$ cat src/rtl/pciseq_pkg.sv
package pciseq_pkg;

  typedef enum logic [1:0] {
    BM_LINEAR = 2'd0,
    BM_WRAP   = 2'd1,
    BM_SINGLE = 2'd2
  } burstMode_e;

  // strobes from control to datapath
  typedef struct packed {
    logic capture;
    logic advance;
  } seqStrobe_t;

  // decode results from datapath to control
  typedef struct packed {
    logic       liveMem;
    logic       liveHit;
    logic       heldMem;
    logic       heldLine;
    burstMode_e heldMode;
  } decodeInfo_t;

  localparam logic [3:0] CMD_MEM_READ   = 4'b0110;
  localparam logic [3:0] CMD_MEM_WRITE  = 4'b0111;
  localparam logic [3:0] CMD_READ_MULTI = 4'b1100;
  localparam logic [3:0] CMD_READ_LINE  = 4'b1110;
  localparam logic [3:0] CMD_WRITE_INV  = 4'b1111;

  function automatic logic isMemCmd(input logic [3:0] c);
    return (c == CMD_MEM_READ) || (c == CMD_MEM_WRITE) || (c == CMD_READ_MULTI) ||
           (c == CMD_READ_LINE) || (c == CMD_WRITE_INV);
  endfunction

  function automatic logic isLineCmd(input logic [3:0] c);
    return (c == CMD_READ_LINE) || (c == CMD_WRITE_INV);
  endfunction

  function automatic burstMode_e orderOf(input logic [1:0] lowBits);
    burstMode_e m;
    case (lowBits)
      2'b00:   m = BM_LINEAR;
      2'b10:   m = BM_WRAP;
      default: m = BM_SINGLE;
    endcase
    return m;
  endfunction

endpackage

$ cat src/rtl/pciseq_datapath.sv
module pciseq_datapath
  import pciseq_pkg::*;
#(
  parameter int                ADDR_W     = 32,
  parameter int                WIN_BITS   = 20,
  parameter logic [ADDR_W-1:0] WIN_BASE   = 32'h8000_0000,
  parameter int                LINE_WORDS = 8
) (
  input  logic              clk,
  input  logic              rstN,
  input  logic [ADDR_W-1:0] ad,
  input  logic [3:0]        cbe,
  input  seqStrobe_t        strobe,
  output decodeInfo_t       decode,
  output logic [ADDR_W-3:0] wordAddr
);

  localparam int WORD_W = ADDR_W - 2;
  localparam int IDX_W  = $clog2(LINE_WORDS);

  logic [WORD_W-1:0] addrReg;
  logic [3:0]        cmdReg;
  burstMode_e        modeReg;
  logic              liveHit;

  generate
    if (WIN_BITS >= ADDR_W) begin : g_fullSpace
      assign liveHit = 1'b1;
    end else begin : g_window
      assign liveHit = (ad[ADDR_W-1:WIN_BITS] == WIN_BASE[ADDR_W-1:WIN_BITS]);
    end
  endgenerate

  always_ff @(posedge clk or negedge rstN) begin
    if (!rstN) begin
      addrReg <= '0;
      cmdReg  <= '0;
      modeReg <= BM_LINEAR;
    end else if (strobe.capture) begin
      addrReg <= ad[ADDR_W-1:2];
      cmdReg  <= cbe;
      modeReg <= orderOf(ad[1:0]);
    end else if (strobe.advance) begin
      if (modeReg == BM_WRAP)
        addrReg <= {addrReg[WORD_W-1:IDX_W], addrReg[IDX_W-1:0] + IDX_W'(1)};
      else
        addrReg <= addrReg + WORD_W'(1);
    end
  end

  always_comb begin
    decode.liveMem  = isMemCmd(cbe);
    decode.liveHit  = liveHit;
    decode.heldMem  = isMemCmd(cmdReg);
    decode.heldLine = isLineCmd(cmdReg);
    decode.heldMode = modeReg;
  end

  assign wordAddr = addrReg;

  // linear and single orders step the whole word address by one
  a_r5_linear_step: assert property (@(posedge clk) disable iff (!rstN)
    (strobe.advance && !strobe.capture && modeReg != BM_WRAP) |=>
      (wordAddr == $past(wordAddr) + WORD_W'(1)));

  // wrap order keeps the line and steps the index modulo the line
  a_r6_wrap_in_line: assert property (@(posedge clk) disable iff (!rstN)
    (strobe.advance && !strobe.capture && modeReg == BM_WRAP) |=>
      ((wordAddr[WORD_W-1:IDX_W] == $past(wordAddr[WORD_W-1:IDX_W])) &&
       (wordAddr[IDX_W-1:0] == $past(wordAddr[IDX_W-1:0]) + IDX_W'(1))));

  // without a strobe the address holds
  a_r7_hold_on_stall: assert property (@(posedge clk) disable iff (!rstN)
    (!strobe.advance && !strobe.capture) |=> $stable(wordAddr));

endmodule

$ cat src/rtl/pciseq_ctrl.sv
module pciseq_ctrl
  import pciseq_pkg::*;
#(
  parameter int SUB_DELAY  = 2,
  parameter int LINE_WORDS = 8
) (
  input  logic        clk,
  input  logic        rstN,
  input  logic        frameN,
  input  logic        irdyN,
  input  logic        trdyN,
  input  logic        otherDevselN,
  input  logic        subtractive,
  input  decodeInfo_t decode,
  output seqStrobe_t  strobe,
  output logic        claim,
  output logic        disconnect
);

  localparam int DLY_W   = (SUB_DELAY > 1) ? $clog2(SUB_DELAY) : 1;
  localparam int PHASE_W = $clog2(LINE_WORDS) + 1;
  localparam logic [PHASE_W-1:0] LAST_PHASE = PHASE_W'(LINE_WORDS - 1);
  localparam logic [DLY_W-1:0]   DLY_END    = DLY_W'(SUB_DELAY - 1);

  typedef enum logic [1:0] {
    ST_IDLE   = 2'd0,
    ST_DECODE = 2'd1,
    ST_DATA   = 2'd2,
    ST_WAIT   = 2'd3
  } seqState_e;

  seqState_e         state, stateNext;
  logic [DLY_W-1:0]   dlyCnt;
  logic [PHASE_W-1:0] phases;
  logic               busIdle;
  logic               phaseDone;

  assign busIdle   = frameN && irdyN;
  assign phaseDone = (state == ST_DATA) && !irdyN && !trdyN;

  always_comb begin
    strobe.capture = (state == ST_IDLE) && !frameN;
    strobe.advance = phaseDone;
  end

  always_comb begin
    stateNext = state;
    case (state)
      ST_IDLE: begin
        if (!frameN) begin
          if (!decode.liveMem)  stateNext = ST_WAIT;
          else if (subtractive) stateNext = ST_DECODE;
          else if (decode.liveHit) stateNext = ST_DATA;
          else                  stateNext = ST_WAIT;
        end
      end
      ST_DECODE: begin
        if (busIdle)                stateNext = ST_IDLE;
        else if (!otherDevselN)     stateNext = ST_WAIT;
        else if (dlyCnt == DLY_END) stateNext = ST_DATA;
      end
      ST_DATA: begin
        if (phaseDone && frameN) stateNext = ST_IDLE;
        else if (busIdle)        stateNext = ST_IDLE;
      end
      default: begin
        if (busIdle) stateNext = ST_IDLE;
      end
    endcase
  end

  always_ff @(posedge clk or negedge rstN) begin
    if (!rstN) begin
      state  <= ST_IDLE;
      dlyCnt <= '0;
      phases <= '0;
    end else begin
      state <= stateNext;
      if (strobe.capture) begin
        dlyCnt <= '0;
        phases <= '0;
      end else begin
        if (state == ST_DECODE && dlyCnt != DLY_END)
          dlyCnt <= dlyCnt + DLY_W'(1);
        if (phaseDone && phases != LAST_PHASE)
          phases <= phases + PHASE_W'(1);
      end
    end
  end

  assign claim      = (state == ST_DATA);
  assign disconnect = claim &&
                      ((decode.heldMode == BM_SINGLE) ||
                       (decode.heldLine && phases == LAST_PHASE));

  // another agent's DEVSEL# during the decode window blocks the claim
  a_r3_sub_blocked: assert property (@(posedge clk) disable iff (!rstN)
    (state == ST_DECODE && !otherDevselN) |=> !claim);

  // only memory commands are ever claimed
  a_r4_claim_memory: assert property (@(posedge clk) disable iff (!rstN)
    claim |-> decode.heldMem);

  // window decode claims on the clock after the address phase
  a_r2_claim_timing: assert property (@(posedge clk) disable iff (!rstN)
    ($rose(claim) && !$past(subtractive)) |-> $past(strobe.capture));

  // a completed phase with FRAME# high releases the claim
  a_r10_release: assert property (@(posedge clk) disable iff (!rstN)
    (claim && !irdyN && !trdyN && frameN) |=> !claim);

endmodule

$ cat src/rtl/pci_burst_seq.sv
module pci_burst_seq
  import pciseq_pkg::*;
#(
  parameter int                ADDR_W     = 32,
  parameter int                WIN_BITS   = 20,
  parameter logic [ADDR_W-1:0] WIN_BASE   = 32'h8000_0000,
  parameter int                LINE_WORDS = 8,
  parameter int                SUB_DELAY  = 2
) (
  input  logic              clk,
  input  logic              rstN,
  input  logic              frameN,
  input  logic              irdyN,
  input  logic              trdyN,
  input  logic [ADDR_W-1:0] ad,
  input  logic [3:0]        cbe,
  input  logic              otherDevselN,
  input  logic              subtractive,
  output logic              claim,
  output logic [ADDR_W-3:0] wordAddr,
  output logic [1:0]        burstMode,
  output logic              disconnect
);

  seqStrobe_t  strobe;
  decodeInfo_t decode;

  pciseq_ctrl #(
    .SUB_DELAY (SUB_DELAY),
    .LINE_WORDS(LINE_WORDS)
  ) u_ctrl (
    .clk         (clk),
    .rstN        (rstN),
    .frameN      (frameN),
    .irdyN       (irdyN),
    .trdyN       (trdyN),
    .otherDevselN(otherDevselN),
    .subtractive (subtractive),
    .decode      (decode),
    .strobe      (strobe),
    .claim       (claim),
    .disconnect  (disconnect)
  );

  pciseq_datapath #(
    .ADDR_W    (ADDR_W),
    .WIN_BITS  (WIN_BITS),
    .WIN_BASE  (WIN_BASE),
    .LINE_WORDS(LINE_WORDS)
  ) u_dp (
    .clk     (clk),
    .rstN    (rstN),
    .ad      (ad),
    .cbe     (cbe),
    .strobe  (strobe),
    .decode  (decode),
    .wordAddr(wordAddr)
  );

  assign burstMode = decode.heldMode;

endmodule

$ cat config.mk
export PLATFORM = sky130hd
export DESIGN_NAME = pci_burst_seq
export DESIGN_NICKNAME = d
export VERILOG_FILES = /design/src/rtl/pciseq_pkg.sv /design/src/rtl/pciseq_datapath.sv /design/src/rtl/pciseq_ctrl.sv /design/src/rtl/pci_burst_seq.sv
export SDC_FILE = /design/constraint.sdc
export NUM_CORES = 1
export LEC_CHECK = 0
export BUFFER_PORTS_ARGS = -buffer_cell sky130_fd_sc_hd__buf_2
export CAP_MARGIN = 40
export CORE_UTILIZATION = 25
export DETAILED_ROUTE_END_ITERATION = 16
export PLACE_DENSITY_LB_ADDON = 0.2
export SLEW_MARGIN = 30
export SYNTH_ARGS = -nofsm -noshare
export SYNTH_HDL_FRONTEND = slang
export SYNTH_SLANG_ARGS = --single-unit
$ cat constraint.sdc
create_clock -name clk -period 2.1 [get_ports clk]
set_clock_uncertainty 0.15 [all_clocks]
set_input_delay 0.21 -clock clk [delete_from_list [all_inputs] [get_ports clk]]
set_output_delay 0.21 -clock clk [all_outputs]
set_load 0.02 [all_outputs]
# Word level (Yosys, flattened, before mapping)
# Cells that the tools add are included.
# word_totals
ff_bits	43
latch_bits	0
mem_bits_rw	0
romBits	0
memories	0
# op_classes
addsub	4
mul	0
div	0
magnitude_cmp	0
eq_ne	18
shift	0
n_mux	18
bitwise	1
reduce_logical	25
# ops
operator	n
$mux 30	3
$add 30x1->30 const B	1
$eq 4x4->1 const B	5
$mux 2	8
$eq 12x12->1 const B	1
$eq 4x3->1 const B	3
$logic_and 1x1->1	9
$mux 4	2
$eq 2x2->1 const B	3
$logic_or 1x1->1	6
$pmux 2 s3	1
$reduce_bool 2->1	3
$add 4x1->4 const B	1
$eq 2x1->1 const B	2
$logic_not 2->1	2
$ne 2x2->1 const B	2
$ne 4x2->1 const B	1
$ne 4x3->1 const B	1
$pmux 2 s2	1
$reduce_and 2->1	2
$add 3x1->3 const B	1
$logic_not 1->1	3
$mux 1	3
$add 1x1->1 const B	1
$not 1->1	1

# Logic depth before layout (Yosys ltp)
# Gate-level depths: netlist (run 1).
# depth
ltp_word	8
depth_mapped	8
depth_no_buf	6

# By module
# From an unflattened synthesis (run 1), not the netlist that was laid out.
# hier_totals
hier_cells	266
hier_area_um2	2479.9
# modules_own_cells
mod	instances	cells_per_inst	area_each_um2
pciseq_datapath	1	217	2033.2
pciseq_ctrl	1	49	446.7

# Worst setup path after synthesis (run 1)
# OpenSTA, ideal clock, no wires.
# synth_timing
path_type	reg2reg
startpoint	register u_ctrl.state[0]
endpoint	register u_dp.addrReg[14] (netlist: u_dp.wordAddr[14])
t_arrival_ns	1.838
required_ns	1.810
slack_ns	-0.029
path_stages_with_launch	9
path_buffers	3
period_less_slack_ns	2.129
cell_sequence	dfrtp_1 buf_6 or4b_4 buf_6 nor3_4 buf_6 nand2_2 o211ai_2 o311ai_2
# synth_via
elab_chain_len	5
word_cells_on_any_way	9
# synth_lines
item	line	text
start, declared	pciseq_ctrl.sv:32	seqState_e state, stateNext;
start signal, assigned	pciseq_ctrl.sv:78	state <= stateNext;
$eq 2x2->1	pciseq_ctrl.sv:39	assign phaseDone = (state == ST_DATA) && !irdyN && !trdyN;
$logic_and 1x1->1 (2 in series)	pciseq_ctrl.sv:39	
$reduce_bool 2->1 (no source line)	n/a	
$reduce_and 2->1 (no source line)	n/a	
end signal, assigned	pciseq_datapath.sv:40	addrReg <= ad[ADDR_W-1:2];
end signal, assigned	pciseq_datapath.sv:45	addrReg <= {addrReg[WORD_W-1:IDX_W], addrReg[IDX_W-1:0] + IDX_W'(1)};
end signal, assigned	pciseq_datapath.sv:47	addrReg <= addrReg + WORD_W'(1);
end, declared	pciseq_datapath.sv:21	logic [WORD_W-1:0] addrReg;
# Parallel ways exist; a longest one is shown, timed or not.
# A chain may end at the register's enable or synchronous reset.

# Worst setup path after layout (run 1)
# layout_timing
startpoint	register u_ctrl.state[0]
endpoint	register u_dp.addrReg[8] (netlist: u_dp.wordAddr[8])
# Same word-level chain as after synthesis.

==> results of run 1 <==
## cells in the mapped netlist, types with 3 or more instances
library cell and instances:
nand2_1 54, dfrtp_1 42, nand3_1 15, nand4_1 15, nor2_1 15, o21ai_0 14, xor2_1 11, clkbuf_1 9
o211ai_1 8, inv_1 7, nor3_1 7, o21ai_1 6, xnor2_1 6, o311ai_0 4, a21oi_1 3, and4_1 3
buf_6 3, nor2b_1 3
## report_power, final
part,total (W),internal (W),switching [W]
clock,0.000789,0.000477,0.000312
sequential,0.00162,0.00118,0.000442
combinational,0.00192,0.000784,0.00114
## sequential cells by signal, summed over array words and instances (netlist names)
name           flops
u_dp.cmdReg        3
u_ctrl.state       2
u_ctrl.phases      4
u_dp.wordAddr     30
u_ctrl.dlyCnt      1
u_dp.modeReg       2
## what timing repair did
action,in CTS,in global routing
hold buffers,24,0
hold endpoints to repair,65,0
endpoints found under the setup margin,0,5
gates resized for setup,0,2
buffers inserted,0,1
## cells by family after synthesis
logic type,Yosys count
AOI/OAI and AO/OA,53
xor gates and xnor gates,17
adders and majority gates,2
buffers and inverters,21
DFF,42
muxes,2
and+or+nand+nor,132
## layer usage
layer	routed length [µm]	GRT usage	up-vias
met3	443	0.0291	7
met2	3250	0.250	84
met1	3610	0.216	1136
met5	0	0	-
li1	-	-	1210
met4	63	0.0368	0
## worst max-delay path: cells and delay by family, from the launching register on
kind                   cells  cell delay, ps
flip-flops                 1             420
AND/OR/NAND/NOR            3             950
AO/OA/AOI/OAI              1              70
XOR/XNOR                   1             120
buffers and inverters      1             160
## stage by stage
stage	power [W]	hold WS, ps	instance area (µm²)	TNS (ps)
4_1_cts	0.00436	0.519	3450	0
3_5_place_dp	0.00353	-122	3080	0
6_report	0.00433	3.08	3460	0
5_1_grt	0.00467	12.5	3460	0
2_1_floorplan	0.00279	-236	2440	-5.63
3_3_place_gp	0.00350	-122	3080	0
## how the worst max path moves through the flow
stage,startpoint,cells after the start,endpoint
6_report,u_ctrl.state[0],6,u_dp.wordAddr[8]
5_1_grt,u_dp.wordAddr[1],7,u_dp.wordAddr[14]
4_1_cts,u_ctrl.state[0],6,u_dp.wordAddr[8]
3_5_place_dp,u_ctrl.state[0],6,u_dp.wordAddr[8]
3_3_place_gp,u_ctrl.state[0],6,u_dp.wordAddr[8]
2_1_floorplan,u_ctrl.state[0],8,u_dp.wordAddr[14]
## layout make-up
| cell class | instances | area, µm² |
|---|---|---|
| clock buffers | 5 | 68.8 |
| clock inverters | 3 | 68.8 |
| fillers | 977 | 5860 |
| inverters | 7 | 26.3 |
| multi-input cells | 206 | 1290 |
| flip-flops and latches | 42 | 1050 |
| well taps | 129 | 161 |
| repair buffers | 120 | 796 |
==> run summary, run 1 <==
status = complete, no violations
pin count of the biggest net entering global routing = 35
post-synth top area share = 0.431
Root Driver = clkbuf_8
antenna violations before repair = 0
Compound-Gate Fraction of Synth Area = 0.150
type of origin of the critical path = flip-flop
Power Density = 1250 mW/mm²
Max Clock Freq = 507 MHz
post-synthesis mux area share = 0.00821
worst r2r dst = u_dp.wordAddr[8]
synthesized flop and latch total = 42
VDD IR-drop max = 471 µV
Syn Area/Cell = 9.06 µm²
ant diodes = 0
Leak = 1.54 nW
largest family of logic cells by synthesized area = simple AND/OR/NAND/NOR gates
Worst setup EP type = flip-flop
initial DRC count = 143
period utilization = 0.939
GRT overflow = 0
CORE AREA = 0.00933 mm²
Hold EP = u_dp.modeReg[0]
Post-Syn Area = 0.00244 mm²
Final Hold Fails = 0
final setup fails = 0
slew margin rel. = 0.710
min-delay src = ad[1]
Yosys top cell by area = dfrtp_1
Critical Path Fanout Max = 11
Distinct cells, synth = 55
Synth Area in XOR/XNOR = 0.0611
Worst-Skew Late Latency = 300 ps
dpl ws = 56.2 ps
Worst R2R Path Depth = 6
DR WL/cell = 14.4 µm
worst path required time = 2140 ps
fin worst setup slack = 127 ps
unrepaired setup endpoints after global routing = false
asr flop ratio synth = 1.00
clk buf depth = 2
sequential-to-total area share from yosys stat = 0.431
gr usage total = 0.156
max incr delay on CP = 570 ps
FF-to-FF Start = u_ctrl.state[0]
Post-DRT Antenna Nets = 0
Slew Viols, Final = 0
Final nets = 427
Hold Crit Class = in -> reg
most frequent cells in the layout = buf_2 (76), nand2_1 (54), dfrtp_1 (40)
Synth Area in Adders = 0.0103
Core Util, Final = 0.371
Die ar. = 0.0101 mm²
H-tree depth = 2
fin cells = 512
hold-critical path depth = 3
gpl congestion = 0.815
Syn Inst Count = 269
DRC = 0
Inserted Clock Buffers = 5
simple-gate area share of the yosys netlist = 0.296
top_reg_cell synth = dfrtp_1
most common cell after layout, fill and taps aside = buf_2
number of synthesized flops with an enable pin = 0
first-pass detailed-route iteration total = 4
IO Port Bufs = 76
Die X = 101 µm
Area Growth Syn to Fin = 42.1%
ranking of synthesized cells by area = dfrtp_1 (43%), nand2_1 (8.3%), xor2_1 (4.0%), nand4_1 (3.9%), nand3_1 (3.1%)
Routed WL = 7380 µm
Data arrival, critical path = 2010 ps
Post-Syn Nets = 314
slowest stage cell, crit path = or4b_4
vias = 2437
TritonCTS clock tree = built
DP Wirelength = 5610 µm
FP Rows = 35
first-pass GRT wire length = 12100 µm
Initial Util = 0.261
crit-path cells = or4b_4 > nor3_4 > buf_12 > and4_1 > xnor2_1 > o21ai_1
DR vias/cell = 4.76
Clk pin slew, worst setup/hold paths = 90 ps
Die Y = 101 µm
layout cell share with drive strength beyond 1 = 0.311
Slew @ Worst Pin = 432 ps
Sink Count = 42
CP Class = reg -> reg
fin crit period = 1970 ps
placed cell count = 479
FF-to-FF setup slack = 130 ps
vias in the first global route = 2297
maxcap violations = 0
IO Count = 77
Yosys warning count = 0
No activity file was read; power rests on OpenSTA's default activity.
==> run 2: changes to the inputs <==
CORE_MARGIN = 1   (was not set)
HOLD_SLACK_MARGIN = 0.03   (was not set)
SETUP_SLACK_MARGIN = 0.5   (was not set)
==> run 2 against run 1 <==
Against the previous run:
- count of clock-buffer cells in the layout increased by 3
- combinational power increased by 53%
- via count increased by 9.6%
- non-clock buffer count increased by 44
- critical path depth unchanged
- final cell count increased by 8.6%
- die area unchanged
- highest routed layer unchanged
- largest power group unchanged
- sequential power about the same
- first-iteration DRC count decreased by 26%
- fmax increased by 3.2%
==> run summary, run 2 (synthesis results as in run 1) <==
Area Growth Syn to Fin = 76.3%
fin cells = 556
Sink Count = 42
Final nets = 471
vias = 2671
gpl congestion = 0.766
pin count of the biggest net entering global routing = 25
final setup fails = 0
Inserted Clock Buffers = 5
Slew @ Worst Pin = 563 ps
Data arrival, critical path = 1950 ps
crit-path cells = or4b_4 > nor3_4 > buf_12 > and4_1 > xnor2_1 > o21ai_1
slew margin rel. = 0.625
Register Area = 0.00106 mm²
area of the multi-input gates = 0.00153 mm²
Critical Path Fanout Max = 11
slowest stage cell, crit path = or4b_4
Leak = 1.92 nW
Max Clock Freq = 523 MHz
# fillers = 927
TritonCTS clock tree = built
FP Rows = 35
Post-DRT Antenna Nets = 0
clk buf depth = 2
ant diodes = 0
Die Y = 101 µm
status = complete, no violations
most common cell after layout, fill and taps aside = buf_2
first-pass detailed-route iteration total = 4
vias in the first global route = 2724
IO Count = 77
DP Wirelength = 5400 µm
Die ar. = 0.0101 mm²
Root Driver = clkbuf_8
Die X = 101 µm
Setup TNS Final = 0 ps
CP Class = reg -> reg
unrepaired setup endpoints after global routing = true
Worst setup EP type = flip-flop
gr usage total = 0.179
worst path required time = 2140 ps
layout cell share with drive strength beyond 1 = 0.475
Slew Viols, Final = 0
Power Density = 1200 mW/mm²
GRT overflow = 0
max incr delay on CP = 530 ps
fin crit period = 1910 ps
initial DRC count = 106
Worst-Skew Late Latency = 300 ps
max reg flops = 30
Clk pin slew, worst setup/hold paths = 80 ps
Worst Path Buf+Inv = 1
period utilization = 0.910
IO Port Bufs = 76
DRC = 0
placed cell count = 476
antenna violations before repair = 0
type of origin of the critical path = flip-flop
VDD IR-drop max = 629 µV
placed instance area = 0.00312 mm²
maxcap violations = 0
Final Hold Fails = 0
Hold Crit Class = in -> reg
DR WL/cell = 16.1 µm
final instance area = 0.00430 mm²
critical path's top delay family = simple AND/OR/NAND/NOR gates
CORE AREA = 0.00933 mm²
Routed WL = 8950 µm
Initial Util = 0.261
most frequent cells in the layout = buf_2 (74), nand2_1 (43), dfrtp_1 (32)
DR vias/cell = 4.80
first-pass GRT wire length = 13800 µm
H-tree depth = 2
==> run 2: cell count changes in the layout (fill, tap and decap cells not counted), moves of 8 or more <==
cell	previous run	this run
dfrtp_1	40	32
buf_6	0	15
dfrtp_2	2	10
o21ai_0	14	5
o21ai_1	6	15
nand2_1	54	43
buf_4	18	31
==> run 2: power by group <==
part           switching, W  total, W  leakage (nW)  internal (W)
Combinational       0.00147   0.00293          1.36       0.00146
Sequential         0.000463   0.00165         0.506       0.00119
Clock              0.000294  0.000563        0.0455      0.000269
Total               0.00223   0.00514          1.92       0.00292
==> run 2: path summary, 6_finish.rpt <==
path,startpoint,endpoint,slack (ps),cells after the start
max,u_ctrl.state[0],u_dp.wordAddr[8],190,6
min,ad[26],u_dp.wordAddr[24],30,3
max reg2reg,u_ctrl.state[0],u_dp.wordAddr[8],190,6
min reg2reg,u_dp.cmdReg[3],u_dp.cmdReg[3],350,2
max in group asynchronous,rstN,u_dp.cmdReg[3],930,3
min in group asynchronous,rstN,u_dp.wordAddr[21],270,2
==> run 2: cell type report <==
cell class,instances,share of cell area
Timing Repair Buffer,164,0.332
Sequential cell,42,0.248
Clock buffer,8,0.0210
Inverter,7,0.00612
Multi-Input combinational cell,206,0.356
Tap cell,129,0.0376
==> run 2: metrics by stage <==
step | total power [W] | setup WS (ps) | hold slack [ps] | utilization
CTS | 0.00493 | 183 | 31.2 | 0.441
finish | 0.00514 | 189 | 34.0 | 0.461
global route | 0.00548 | 79.5 | 55.2 | 0.461
global placement | 0.00353 | 163 | 97.5 | 0.334
floorplan | 0.00284 | 117 | -236 | -
detailed placement | 0.00355 | 149 | 82.8 | 0.334
==> run 2: layer usage <==
metal,GRT usage,vias to the layer above,share of wire
met4,0.0491,0,0.013
met5,0,-,0
met1,0.232,1294,0.45
met3,0.0312,10,0.041
met2,0.306,82,0.49
li1,-,1285,-
==> run 2: timing repair <==
| action | in CTS | in global routing |
|---|---|---|
| gates resized for setup | 44 | 37 |
| buffers inserted | 27 | 7 |
| endpoints found under the hold margin | 51 | 0 |
| setup endpoints to repair | 36 | 43 |
| pin swaps | 14 | 22 |
| cloned | 8 | 0 |
| hold buffers | 30 | 0 |
==> run 2: worst reg2reg max path, stage by stage (launching register included) <==
cell     delay (ps)
dfrtp_1         420
or4b_4          530
nor3_4          170
buf_12          170
and4_1          190
xnor2_1         120
o21ai_1          70
==> run 3: changes to the inputs <==
PLACE_DENSITY_LB_ADDON = not set   (was 0.2)
SETUP_SLACK_MARGIN = not set   (was 0.5)
==> run 3 against run 2 <==
Against the previous run:
- count of clock-buffer cells in the layout did not move
- die area did not move
- register-to-register slack got worse by 100 ps
- sequential share of layout area rose by 5.8 points
- total power fell by 21%
- fmax fell by 5.0%
- critical path type unchanged
- sequential power fell by 2%
- flip-flop and latch count did not move
- worst setup slack got worse by 100 ps
- critical endpoint is now u_dp.wordAddr[14]
- clock power fell by 8.5%
- utilization fell by 9.1 points
==> run summary, run 3 (synthesis results as in run 1) <==
Routed WL = 7540 µm
Max Clock Freq = 497 MHz
Initial Util = 0.261
Hold Crit Class = in -> reg
Leak = 1.52 nW
layout cell share with drive strength beyond 1 = 0.293
Slew Viols, Final = 0
slew margin rel. = 0.667
antenna violations before repair = 0
TritonCTS clock tree = built
fin crit period = 2010 ps
worst path required time = 2120 ps
max reg flops = 30
Area Growth Syn to Fin = 41.4%
Final nets = 430
gpl congestion = 0.836
maxcap violations = 0
first-pass GRT wire length = 12400 µm
first-pass detailed-route iteration total = 4
Inserted Clock Buffers = 5
initial DRC count = 112
Post-DRT Antenna Nets = 0
DP Wirelength = 5760 µm
Slew @ Worst Pin = 496 ps
Final Hold Fails = 0
Worst-Skew Late Latency = 300 ps
Die X = 101 µm
IO Port Bufs = 76
pin count of the biggest net entering global routing = 35
VDD IR-drop max = 417 µV
DR vias/cell = 4.73
Worst setup EP type = flip-flop
H-tree depth = 2
Sink Count = 42
Critical Path Fanout Max = 11
CP Class = reg -> reg
Die ar. = 0.0101 mm²
IO Count = 77
post-CTS setup buffers = 0
status = complete, no violations
GRT overflow = 0
Die Y = 101 µm
ant diodes = 0
slowest stage cell, crit path = or4b_4
period utilization = 0.958
final setup fails = 0
max incr delay on CP = 560 ps
CORE AREA = 0.00933 mm²
vias = 2435
DRC = 0
gr usage total = 0.158
most common cell after layout, fill and taps aside = buf_2
most frequent cells in the layout = buf_2 (76), nand2_1 (54), dfrtp_1 (41)
type of origin of the critical path = flip-flop
Root Driver = clkbuf_8
unrepaired setup endpoints after global routing = false
total power = 0.00407 W
Power Density = 1180 mW/mm²
DR WL/cell = 14.6 µm
Setup TNS Final = 0 ps
Core Util, Final = 0.369
crit-path cells = or4b_4 > nor3_4 > buf_12 > nand2_2 > o211ai_2 > o311ai_2
Data arrival, critical path = 2030 ps
FP Rows = 35
clk buf depth = 2
Clk pin slew, worst setup/hold paths = 80 ps
vias in the first global route = 2487
## run 3: through the flow
step,worst slack (ps),instances,hold slack (ps),instance area [µm²]
global route,12.1,515,49.5,3450
detailed placement,98.0,477,40.8,3060
finish,88.9,515,33.9,3450
floorplan,-5.63,269,-236,2440
global placement,135,477,55.4,3060
CTS,67.8,515,34.0,3440
## run 3: path summary, 6_finish.rpt
path                       slack (ps)  depth (start not counted)            start                end
max in group asynchronous         930                          3             rstN   u_dp.wordAddr[5]
min                                30                          3            ad[2]   u_dp.wordAddr[0]
min reg2reg                       330                          2   u_dp.cmdReg[3]     u_dp.cmdReg[3]
max reg2reg                        90                          6  u_ctrl.state[0]  u_dp.wordAddr[14]
max                                90                          6  u_ctrl.state[0]  u_dp.wordAddr[14]
min in group asynchronous         250                          2             rstN   u_dp.wordAddr[8]
## run 3: cell type report
type                            instances  area (µm²)
Timing Repair Buffer                  123         833
Sequential cell                        42        1050
Tap cell                              129         161
Inverter                                7        26.3
Fill cell                            1000        5880
Multi-Input combinational cell        206        1290
Clock buffer                            8        80.1
## run 3: worst max-delay path, delay by kind of cell, from the launching register on
kind | cells | cell delay [ps]
flops | 1 | 390
compound gates | 2 | 310
simple gates | 3 | 870
buf+inv | 1 | 160
## run 3: layer usage
metal,global-route usage,routed length [µm]
met1,0.217,3720
met2,0.255,3370
met3,0.0333,375
met4,0.0390,68
met5,0,0
## run 3: what timing repair did
| action | in CTS | in global routing |
|---|---|---|
| hold buffers | 30 | 0 |
| gates resized for setup | 0 | 3 |
| hold endpoints to repair | 46 | 0 |
| endpoints found under the setup margin | 0 | 7 |
## run 3: where the power goes
group	switching, W	internal [W]	total (W)
clock network	0.000278	0.000237	0.000515
logic	0.00117	0.000775	0.00195
registers	0.000435	0.00118	0.00161
total	0.00188	0.00219	0.00407
